**config.mk**
```make
export PLATFORM = sky130hd
export DESIGN_NAME = dp_busy_arb
export DESIGN_NICKNAME = d
export VERILOG_FILES = /design/src/rtl/dpb_pkg.sv /design/src/rtl/dpb_port_track.sv /design/src/rtl/dpb_arbiter.sv /design/src/rtl/dpb_write_gate.sv /design/src/rtl/dp_busy_arb.sv
export SDC_FILE = /design/constraint.sdc
export NUM_CORES = 1
export LEC_CHECK = 0
export BUFFER_PORTS_ARGS = -buffer_cell sky130_fd_sc_hd__buf_2
export CAP_MARGIN = 20
export CORE_MARGIN = 1
export CORE_UTILIZATION = 36
export DETAILED_ROUTE_END_ITERATION = 12
export PLACE_DENSITY = 0.6
export SYNTH_ARGS = -nofsm -noshare
export SYNTH_HDL_FRONTEND = slang
export SYNTH_SLANG_ARGS = --single-unit
```
**constraint.sdc**
```tcl
create_clock -name clk -period 1.8 [get_ports clk]
set_input_delay 0.27 -clock clk [delete_from_list [all_inputs] [get_ports clk]]
set_output_delay 0.27 -clock clk [all_outputs]
set_load 0.01 [all_outputs]
```
**src/rtl/dpb_pkg.sv**
```systemverilog
package dpb_pkg;

  typedef enum logic [1:0] {
    LOSE_NONE  = 2'b00,
    LOSE_LEFT  = 2'b01,
    LOSE_RIGHT = 2'b10
  } loser_e;

  // A port is live only with the low-true enable low and the high-true enable high.
  function automatic logic port_live(input logic ce_lo_n, input logic ce_hi);
    return !ce_lo_n && ce_hi;
  endfunction

  // Decide which side loses a collision from arrival history.
  function automatic loser_e pick_loser(input logic hit, input logic held_l,
                                        input logic held_r, input loser_e prior);
    loser_e res;
    if (!hit)                  res = LOSE_NONE;
    else if (held_l && held_r) res = (prior == LOSE_NONE) ? LOSE_RIGHT : prior;
    else if (held_l)           res = LOSE_RIGHT;
    else if (held_r)           res = LOSE_LEFT;
    else                       res = LOSE_RIGHT;   // same-cycle arrival: left favoured
    return res;
  endfunction

endpackage

```
**src/rtl/dpb_port_track.sv**
```systemverilog
module dpb_port_track #(
  parameter int ADDR_W = 15
) (
  input  logic              clk,
  input  logic              rst,
  input  logic              ce0_n,
  input  logic              ce1,
  input  logic [ADDR_W-1:0] addr,
  output logic              sel,
  output logic              held
);
  import dpb_pkg::*;

  logic              sel_q;
  logic [ADDR_W-1:0] addr_q;

  assign sel  = port_live(ce0_n, ce1);
  assign held = sel && sel_q && (addr_q == addr);

  always_ff @(posedge clk) begin
    if (rst) begin
      sel_q  <= 1'b0;
      addr_q <= '0;
    end else begin
      sel_q  <= sel;
      addr_q <= addr;
    end
  end
endmodule

```
**src/rtl/dpb_arbiter.sv**
```systemverilog
module dpb_arbiter #(
  parameter int ADDR_W = 15
) (
  input  logic              clk,
  input  logic              rst,
  input  logic              sel_l,
  input  logic              sel_r,
  input  logic [ADDR_W-1:0] addr_l,
  input  logic [ADDR_W-1:0] addr_r,
  input  logic              held_l,
  input  logic              held_r,
  output logic              hit,
  output dpb_pkg::loser_e   loser
);
  import dpb_pkg::*;

  loser_e loser_q;

  assign hit   = sel_l && sel_r && (addr_l == addr_r);
  assign loser = pick_loser(hit, held_l, held_r, loser_q);

  always_ff @(posedge clk) begin
    if (rst) loser_q <= LOSE_NONE;
    else     loser_q <= loser;
  end
endmodule

```
**src/rtl/dpb_write_gate.sv**
```systemverilog
module dpb_write_gate #(
  parameter int BYTES = 2
) (
  input  logic             clk,
  input  logic             rst,
  input  logic             sel,
  input  logic             we,
  input  logic [BYTES-1:0] be,
  input  logic             block,
  output logic [BYTES-1:0] wr,
  output logic             blocked
);
  logic hold_q;
  logic pass;

  assign blocked = !rst && sel && we && block;
  assign pass    = !rst && sel && we && !block && !hold_q;

  for (genvar b = 0; b < BYTES; b++) begin : g_byte
    assign wr[b] = pass && be[b];
  end

  always_ff @(posedge clk) begin
    if (rst) hold_q <= 1'b0;
    else     hold_q <= we && (blocked || hold_q);
  end
endmodule

```
**src/rtl/dp_busy_arb.sv**
```systemverilog
module dp_busy_arb #(
  parameter int ADDR_W = 15,
  parameter int BYTES  = 2
) (
  input  logic              clk,
  input  logic              rst,
  input  logic              master,
  input  logic              l_ce0_n,
  input  logic              l_ce1,
  input  logic              l_we,
  input  logic [BYTES-1:0]  l_be,
  input  logic [ADDR_W-1:0] l_addr,
  input  logic              r_ce0_n,
  input  logic              r_ce1,
  input  logic              r_we,
  input  logic [BYTES-1:0]  r_be,
  input  logic [ADDR_W-1:0] r_addr,
  input  logic              l_busy_in_n,
  input  logic              r_busy_in_n,
  output logic              l_busy_out_n,
  output logic              r_busy_out_n,
  output logic [BYTES-1:0]  l_wr,
  output logic [BYTES-1:0]  r_wr
);
  import dpb_pkg::*;

  localparam int SIDES = 2;

  logic [SIDES-1:0]  ce0_n_v, ce1_v, we_v, sel_v, held_v;
  logic [SIDES-1:0]  bsy_in_n_v, busy_int_v, block_v, blocked_v;
  logic [ADDR_W-1:0] addr_v [SIDES];
  logic [BYTES-1:0]  be_v   [SIDES];
  logic [BYTES-1:0]  wr_v   [SIDES];

  // Named internal events for the checker.
  logic   hit;
  loser_e loser;
  logic   l_sel, r_sel, l_blocked, r_blocked;

  assign ce0_n_v    = {r_ce0_n, l_ce0_n};
  assign ce1_v      = {r_ce1, l_ce1};
  assign we_v       = {r_we, l_we};
  assign bsy_in_n_v = {r_busy_in_n, l_busy_in_n};
  assign addr_v[0]  = l_addr;
  assign addr_v[1]  = r_addr;
  assign be_v[0]    = l_be;
  assign be_v[1]    = r_be;

  for (genvar s = 0; s < SIDES; s++) begin : g_side
    dpb_port_track #(.ADDR_W(ADDR_W)) u_trk (
      .clk(clk), .rst(rst), .ce0_n(ce0_n_v[s]), .ce1(ce1_v[s]),
      .addr(addr_v[s]), .sel(sel_v[s]), .held(held_v[s])
    );
    assign block_v[s] = master ? busy_int_v[s] : !bsy_in_n_v[s];
    dpb_write_gate #(.BYTES(BYTES)) u_gate (
      .clk(clk), .rst(rst), .sel(sel_v[s]), .we(we_v[s]), .be(be_v[s]),
      .block(block_v[s]), .wr(wr_v[s]), .blocked(blocked_v[s])
    );
  end

  dpb_arbiter #(.ADDR_W(ADDR_W)) u_arb (
    .clk(clk), .rst(rst), .sel_l(sel_v[0]), .sel_r(sel_v[1]),
    .addr_l(addr_v[0]), .addr_r(addr_v[1]),
    .held_l(held_v[0]), .held_r(held_v[1]), .hit(hit), .loser(loser)
  );

  assign busy_int_v[0] = !rst && hit && (loser == LOSE_LEFT);
  assign busy_int_v[1] = !rst && hit && (loser == LOSE_RIGHT);

  assign l_busy_out_n = !(master && busy_int_v[0]);
  assign r_busy_out_n = !(master && busy_int_v[1]);
  assign l_wr         = wr_v[0];
  assign r_wr         = wr_v[1];

  assign l_sel     = sel_v[0];
  assign r_sel     = sel_v[1];
  assign l_blocked = blocked_v[0];
  assign r_blocked = blocked_v[1];
endmodule

```
# --- Word-level counts from Yosys, hierarchy flattened ---
# Cells that the tools add are included.
totals:
  wordCells: 63
  regBits: 36
  input_bits: 45
classes:
  eq_ne: 5
  muxes: 7
  n_reduce_logical: 44
ops:
  columns: ["operator", "n"]
  rows:
  - ["$eq A15 B15 Y1", 3]
  - ["$logic_and A1 B1 Y1", 30]
  - ["$logic_not A1 Y1", 11]
  - ["$mux W2", 5]
  - ["$eq A2 B1 Y1 const B", 1]
  - ["$eq A2 B2 Y1 const B", 1]
  - ["$logic_not A2 Y1", 1]
  - ["$logic_or A1 B1 Y1", 2]
  - ["$mux W1", 2]

# --- Depth between registers and ports, before layout ---
# Gate-level depths: netlist of run 1.
logic_depth:
  word_depth: 15
  ltp_mapped: 5
  mapped_depth_nobuf: 5

# --- Modules after synthesis ---
# From an unflattened synthesis of run 1, not the netlist that was laid out.
hier_totals:
  hier_cells: 165
  hier_area_um2: 1666.6
modules_own_cells:
  columns: ["mod", "area_each_um2", "seq_area_each_um2", "instances", "cells_per_inst"]
  rows:
  - ["dpb_port_track", 621.8, 320.3, 2, 55]
  - ["dpb_arbiter", 250.2, 40.0, 1, 32]
  - ["dpb_write_gate", 63.8, 20.0, 2, 8]
  - ["dp_busy_arb", 45.0, 0.0, 1, 7]

# --- Least setup slack after synthesis of run 1 ---
# OpenSTA, ideal clock, no wires.
synth_path:
  path_type: "input -> output"
  start: "input port r_ce0_n"
  end: "output port r_wr[0]"
  n_path_buf: 0
  required_ns: 1.530
  t_arrival_ns: 1.707
  stages: 5
  slack_ns: -0.177
  path_cell_list: "and3b_2 > nand4_1 > or4_1 > a31o_1 > a211oi_1"
synth_between:
  elab_chain_cells: 15
  word_cells_on_any_way: 21
  classes_between: "eq/ne: 1; mux: 5; reduce/logical: 15"
synth_rtl:
  columns: ["item", "line_no", "text"]
  rows:
  - ["start: declaration", "dp_busy_arb.sv:13", "input logic r_ce0_n,"]
  - ["$logic_not A1 Y1 (*)", "dpb_pkg.sv:11", "return !ce_lo_n && ce_hi;"]
  - ["$logic_and A1 B1 Y1 (*)", "dpb_pkg.sv:11", null]
  - ["$logic_and A1 B1 Y1 (2 in series)", "dpb_port_track.sv:18", "assign held = sel && sel_q && (addr_q == addr);"]
  - ["$mux W2", "dpb_pkg.sv:21", "else if (held_r) res = LOSE_LEFT;"]
  - ["$mux W2", "dpb_pkg.sv:20", "else if (held_l) res = LOSE_RIGHT;"]
  - ["$mux W2", "dpb_pkg.sv:19", "else if (held_l && held_r) res = (prior == LOSE_NONE) ? LOSE_RIGHT : prior;"]
  - ["$mux W2", "dpb_pkg.sv:18", "if (!hit) res = LOSE_NONE;"]
  - ["$eq A2 B2 Y1", "dp_busy_arb.sv:68", "assign busy_int_v[1] = !rst && hit && (loser == LOSE_RIGHT);"]
  - ["$logic_and A1 B1 Y1", "dp_busy_arb.sv:68", null]
  - ["$mux W1", "dp_busy_arb.sv:54", "assign block_v[s] = master ? busy_int_v[s] : !bsy_in_n_v[s];"]
  - ["$logic_not A1 Y1", "dpb_write_gate.sv:17", "assign pass = !rst && sel && we && !block && !hold_q;"]
  - ["$logic_and A1 B1 Y1 (*) (2 in series)", "dpb_write_gate.sv:17", null]
  - ["$logic_and A1 B1 Y1 (*)", "dpb_write_gate.sv:20", "assign wr[b] = pass && be[b];"]
  - ["end: declaration", "dp_busy_arb.sv:23", "output logic [BYTES-1:0] r_wr"]
# Mark *: on every way between the ends. The rest lies on a longest branch, timed or not.

# --- Final worst setup path of run 1 ---
layout_path:
  start: "register g_side[1].u_trk.addr_q[6]"
  end: "output port r_wr[1]"
layout_between:
  elab_chain_cells: 13
  word_cells_on_any_way: 14
  classes_between: "eq/ne: 2; mux: 5; reduce/logical: 7"
layout_rtl:
  columns: ["item", "line_no", "text"]
  rows:
  - ["start: declaration", "dpb_port_track.sv:15", "logic [ADDR_W-1:0] addr_q;"]
  - ["start signal: assignment", "dpb_port_track.sv:26", "addr_q <= addr;"]
  - ["$eq A15 B15 Y1 (*)", "dpb_port_track.sv:18", null]
  - ["$logic_and A1 B1 Y1 (*)", "dpb_port_track.sv:18", null]
  - ["$mux W2", "dpb_pkg.sv:21", null]
  - ["$mux W2", "dpb_pkg.sv:20", null]
  - ["$mux W2 (*)", "dpb_pkg.sv:19", null]
  - ["$mux W2 (*)", "dpb_pkg.sv:18", null]
  - ["$eq A2 B2 Y1 (*)", "dp_busy_arb.sv:68", null]
  - ["$logic_and A1 B1 Y1 (*)", "dp_busy_arb.sv:68", null]
  - ["$mux W1 (*)", "dp_busy_arb.sv:54", null]
  - ["$logic_not A1 Y1 (*)", "dpb_write_gate.sv:17", null]
  - ["$logic_and A1 B1 Y1 (*) (2 in series)", "dpb_write_gate.sv:17", null]
  - ["$logic_and A1 B1 Y1 (*)", "dpb_write_gate.sv:20", null]
# Marked as above.

==> metrics, run 1 <==
clock network fraction of total power 35.3%; met2 Use GR 33.5%; leakage power 1.20 nW; #FFs+latches synth 36; gr ovfl total 0; Tightest Pin Transition 387 ps; FP Rows 25; first-pass GRT wire length 7920 microns; Worst Path Arrival 2070 ps; GRT Total Usage 20.0%; Tmin final 2340 ps; combinational power share 21.4%; Layout Nets 342; vias in the first global route 1698; CTS H-Tree Depth 2; Avg WL per Cell 13.1 microns; initial antenna violation count 0; clk sinks 36; P_sw 490 uW; RePlAce Congestion 0.805; clock slew at reported path FFs 70 ps; worst-case reg-to-reg path depth 5; drt initial violations 45; type of the worst setup path reg2out; clk_lat worst skew 290 ps; hpwl dp 3710 microns; Worst Hold Class in2reg; Max-Cap Viols 0; P_int 1.49 mW; Hold Path Origin l_addr[6]; Initial Util 37.7%; Setup Viol. Count Final 6; drt drc 0; startpoint types flip-flop; Mapped Cells 189; n_diodes 0; met3 usage 4.70%; most used routing layer in global routing met2; r2r startpoint g_side[0].u_trk.addr_q[13]; clock buffer count from CTS 5; largest net degree at the start of global routing 23; final hold vios 0; antenna-violating nets left 0; routed vias 1687; end of the critical path r_wr[1]; share of layout cells above drive strength 1 48.3%; Worst setup startpoint g_side[1].u_trk.addr_q[6]; reg2reg end g_side[0].u_gate.hold_q; Cells after DPL 352; Mean Syn Cell Area 9.49 sq um; Layout area overhead 55.8%; Port-buffer cells 50; Root Driver clkbuf_8; Switching Fraction 24.8%; CTS max path bufs 2; unrepaired setup endpoints after global routing yes; required time worst endpoint 1530 ps; total wire length 4760 microns; Worst slew margin 74.0%; drt pass-1 iters 4; total core area 4750 sq um; FF-to-FF setup slack 30 ps; PnR worst setup slack -536 ps; Max IR drop VDD 411 uV; register area share after synthesis 40.2%; worst slack at placement -411 ps; number of vias per cell 4.62; FMAX 428 MHz; pwr/cell area 709 nW/um^2; status finished with violations; sequential share of power 43.3%; period utilisation layout 130%; worst clock skew 4.22 ps; failing checks setup timing; Mapped Area 1790 sq um; Die Span X 72.6 microns; GR Layer Usage met1 25.7%; CTS tree yes; Non-Filler Instances 365; I/O pin count 51; critical path endpoint category output port; post-synth cell types 32; count of pins over their slew limit 0; Synth Warn # 0; die height 72.6 microns; syn nets 234; Die Footprint 5270 sq um; worst-path fanout max 4
-- Yosys cell counts (all sizes together) --
cell type / count / area share (%)
nor2: 9 / 1.9
and4: 5 / 2.4
and3b: 1 / 0.56
a21o: 1 / 0.42
or3: 1 / 0.35
nand4: 14 / 4.9
inv: 7 / 1.5
a32o: 1 / 0.56
nor4: 4 / 2.1
a32oi: 1 / 0.49
xnor2: 36 / 18
nand2: 6 / 1.3
nand2b: 3 / 1.0
nor4bb: 1 / 0.56
nor2b: 30 / 11
a211oi: 4 / 1.7
nand3b: 1 / 0.42
nor3: 1 / 0.28
nor3b: 3 / 1.3
clkbuf: 3 / 0.63
nand4b: 2 / 0.98
dfxtp: 36 / 40
a31o: 1 / 0.49
or4: 3 / 1.3
and2: 1 / 0.35
nand3: 1 / 0.28
a31oi: 1 / 0.35
xor2: 9 / 4.8
o21ai: 3 / 0.84
-- layout by cell type, fill, tap and decap left out, types with 2 or more instances in the layout --
cell and count:
a211oi_2 4, and4_1 5, buf_2 50, buf_4 52, buf_6 2, clkbuf_8 5, dfxtp_1 30, dfxtp_2 6
inv_1 7, nand2_1 6, nand2b_1 3, nand4_1 14, nand4b_1 2, nor2_1 9, nor2b_1 29, nor3b_1 3
nor4_2 2, o21ai_2 2, or4_4 2, xnor2_1 24, xnor2_2 12, xor2_1 8
-- through the flow --
step | total power [mW] | hold slack (ps) | setup TNS (ps) | area [sq um] | util [%]
after floorplan | 1.03 | 353 | -83.3 | 1810 | -
after global placement | 1.24 | 487 | -1950 | 2500 | 52.6
after detailed placement | 1.25 | 524 | -2150 | 2500 | 52.6
after CTS | 2.01 | 241 | -2650 | 2820 | 59.3
after global routing | 2.08 | 243 | -3520 | 2790 | 58.7
final | 1.98 | 245 | -2850 | 2790 | 58.7
-- logic make-up (layout without fill, tap and decap cells) --
| group | Yosys count | in the layout | synth area share [%] |
|---|---|---|---|
| simple gates | 86 | 86 | 30.5 |
| compound gates | 12 | 12 | 4.82 |
| flops | 36 | 36 | 40.2 |
| xor+xnor | 45 | 45 | 22.4 |
| buf+inv | 10 | 119 | 2.09 |
-- how the worst min path moves through the flow --
stage / end / slack (ps) / cells after the start
global placement: g_side[0].u_gate.hold_q / 490 / 2
global route: g_side[0].u_trk.addr_q[4] / 240 / 2
detailed placement: g_side[0].u_gate.hold_q / 520 / 2
CTS: g_side[0].u_trk.addr_q[4] / 240 / 2
finish: g_side[0].u_trk.addr_q[6] / 250 / 2
floorplan: g_side[0].u_trk.sel_q / 350 / 1
-- critical path: stages, from the launching register on --
cell and delay (ps):
dfxtp_1 330, xnor2_2 180, nand4_1 120, or4_4 560, a31o_4 250, a211oi_2 180
buf_2 160
-- layout make-up --
| cell class | count | area (sq um) |
|---|---|---|
| fill | 414 | 1960 |
| multi-input combinational | 143 | 1180 |
| sequential | 36 | 728 |
| timing repair buffer | 104 | 663 |
| tap | 67 | 83.8 |
| clock buffer | 6 | 72.6 |
| clock inverter | 2 | 35.0 |
| inverter | 7 | 26.3 |
-- power groups by stage --
stage                     sequential (mW)  combinational (mW)  clock, mW
after floorplan                     0.867               0.164          0
after global placement              0.869               0.374          0
after detailed placement            0.870               0.378          0
after CTS                           0.857               0.435      0.714
after global routing                0.861               0.463      0.753
final                               0.858               0.423      0.700
-- routing by layer --
layer | up-vias | part of all wire (%)
met5 | - | 0
met4 | 0 | 0.80
met3 | 4 | 4.1
met2 | 51 | 47
met1 | 768 | 48
li1 | 864 | -
-- state kept, by name, summed over array words and instances, names as in the netlist --
name	cells
g_side.u_trk.sel_q	2
g_side.u_gate.hold_q	2
u_arb.loser_q	2
g_side.u_trk.addr_q	30
-- repair_timing --
action,in CTS,in global routing
hold buffers,0,0
hold endpoints to repair,0,0
resized for setup,30,1
setup buffers,10,1
setup endpoints to repair,8,8
pin swaps,10,8
No activity file was read; power rests on OpenSTA's default activity.
==> run 2, diff against run 1 <==
- PLACE_DENSITY: 0.6 -> 0.64
- clock period: 1.8 -> 2 ns (I/O delays scaled with it)
==> run 2 against run 1 <==
Compared with the run above:
- the flow still finishes with violations (setup timing)
- routed wire length fell by 4.3%
- largest cell class unchanged
- die area unchanged
- cell count fell by 2.5%
- power shrank 11%
- non-clock buffer count decreased by 9
- cell area down 2.7%
- flip-flop and latch count unchanged
- sequential share of layout area up 0.63 points
- combinational power shrank 16%
- sequential power decreased by 10%
- via count decreased by 2.5%
- critical endpoint unchanged
- core utilization fell by 1.6 points
==> metrics, run 2 (synthesis results as in run 1) <==
largest net degree at the start of global routing 31; n_diodes 0; startpoint types flip-flop; final hold vios 0; count of pins over their slew limit 0; Tightest Pin Transition 488 ps; GRT Total Usage 18.7%; cts hold-fix bufs 0; unrepaired setup endpoints after global routing yes; Worst Path Arrival 2050 ps; clock buffer count from CTS 5; Layout Nets 333; FF-to-FF setup slack 190 ps; Layout area overhead 51.6%; drt initial violations 26; die height 72.6 microns; Port-buffer cells 50; critical path's slowest cell or4_4; Largest register FFs 30; hpwl dp 3570 microns; Die Span X 72.6 microns; number of vias per cell 4.62; Avg WL per Cell 12.8 microns; drt drc 0; Worst slew margin 67.2%; critical path endpoint category output port; I/O pin count 51; pwr/cell area 647 nW/um^2; Die Footprint 5270 sq um; Biggest register g_side.u_trk.addr_q; worst-path fanout max 3; fillers 437; clk sinks 36; antenna-violating nets left 0; first-pass GRT wire length 7220 microns; Tmin final 2350 ps; Crit path max-delay family simple AND/OR/NAND/NOR gates; Worst Hold Class in2reg; CTS H-Tree Depth 2; CTS tree yes; worst clock skew 9.00 ps; PnR worst setup slack -355 ps; share of layout cells above drive strength 1 46.0%; gr ovfl total 0; Worst path max stage delay 570 ps; Max-Cap Viols 0; routed vias 1645; drt pass-1 iters 4; most frequent cells in the layout 50 x buf_2, 45 x buf_4, 32 x dfxtp_1, 29 x nor2b_1, 21 x xnor2_1; CP cell instances xnor2_1, nand4_1, or4_4, a31o_4, a211oi_2, buf_2; clock slew at reported path FFs 80 ps; vias in the first global route 1598; Initial Util 37.7%; type of the worst setup path reg2out; required time worst endpoint 1700 ps; leakage power 1.16 nW; RePlAce Congestion 0.841; Total Power 1.76 mW; FMAX 425 MHz; failing checks setup timing; CTS max path bufs 2; TNS Setup -1860 ps; status finished with violations; most common cell after layout, fill and taps aside buf_2; Max IR drop VDD 364 uV; total core area 4750 sq um; period utilisation layout 118%; Setup Viol. Count Final 6; Buf/Inv on CP 1; initial antenna violation count 0; Root Driver clkbuf_8; FP Rows 25; total wire length 4560 microns; clk_lat worst skew 300 ps
run 2: final cells by class:
| type | instances | area, sq um | area share (%) |
|---|---|---|---|
| timing repair buffer | 95 | 588 | 21.6 |
| clock inverter | 2 | 35.0 | 1.29 |
| tap | 67 | 83.8 | 3.08 |
| multi-input combinational | 143 | 1190 | 43.6 |
| inverter | 7 | 26.3 | 0.967 |
| sequential | 36 | 726 | 26.7 |
| clock buffer | 6 | 72.6 | 2.67 |
run 2: worst paths after layout:
kind / start / endpoint / cells past startpoint
worst max-delay path: g_side[1].u_trk.addr_q[7] / r_wr[1] / 6
worst min-delay path: l_ce0_n / g_side[0].u_trk.sel_q / 2
worst max register to register: g_side[0].u_trk.addr_q[4] / g_side[1].u_gate.hold_q / 5
worst min register to register: g_side[0].u_gate.hold_q / g_side[0].u_gate.hold_q / 2
run 2: timing repair:
item	CTS	global route
pin swaps	13	2
setup buffers	2	0
setup endpoints to repair	6	6
cloned	0	0
gates resized for setup	20	6
run 2: per-layer routing:
metal  vias to the layer above  global-route usage (%)  share of wire [%]
met1                       741                    23.5                 47
met4                         0                    7.84                1.7
met2                        51                    30.5                 46
met3                         6                    4.83                5.5
li1                        847                       -                  -
met5                         -                       0                  0
run 2: where the power goes:
group	switching, mW	internal (mW)
sequential	0.0195	0.752
combinational	0.152	0.201
clock	0.263	0.370
run 2: through the flow:
step	hold slack [ps]	util, %	worst slack (ps)	std cells	area (sq um)
detailed placement	502	51.3	-295	346	2440
global placement	491	51.3	-282	346	2440
CTS	216	56.4	-334	356	2680
finish	236	57.2	-355	356	2720
floorplan	383	-	-37.4	189	1790
global route	223	57.2	-426	356	2720
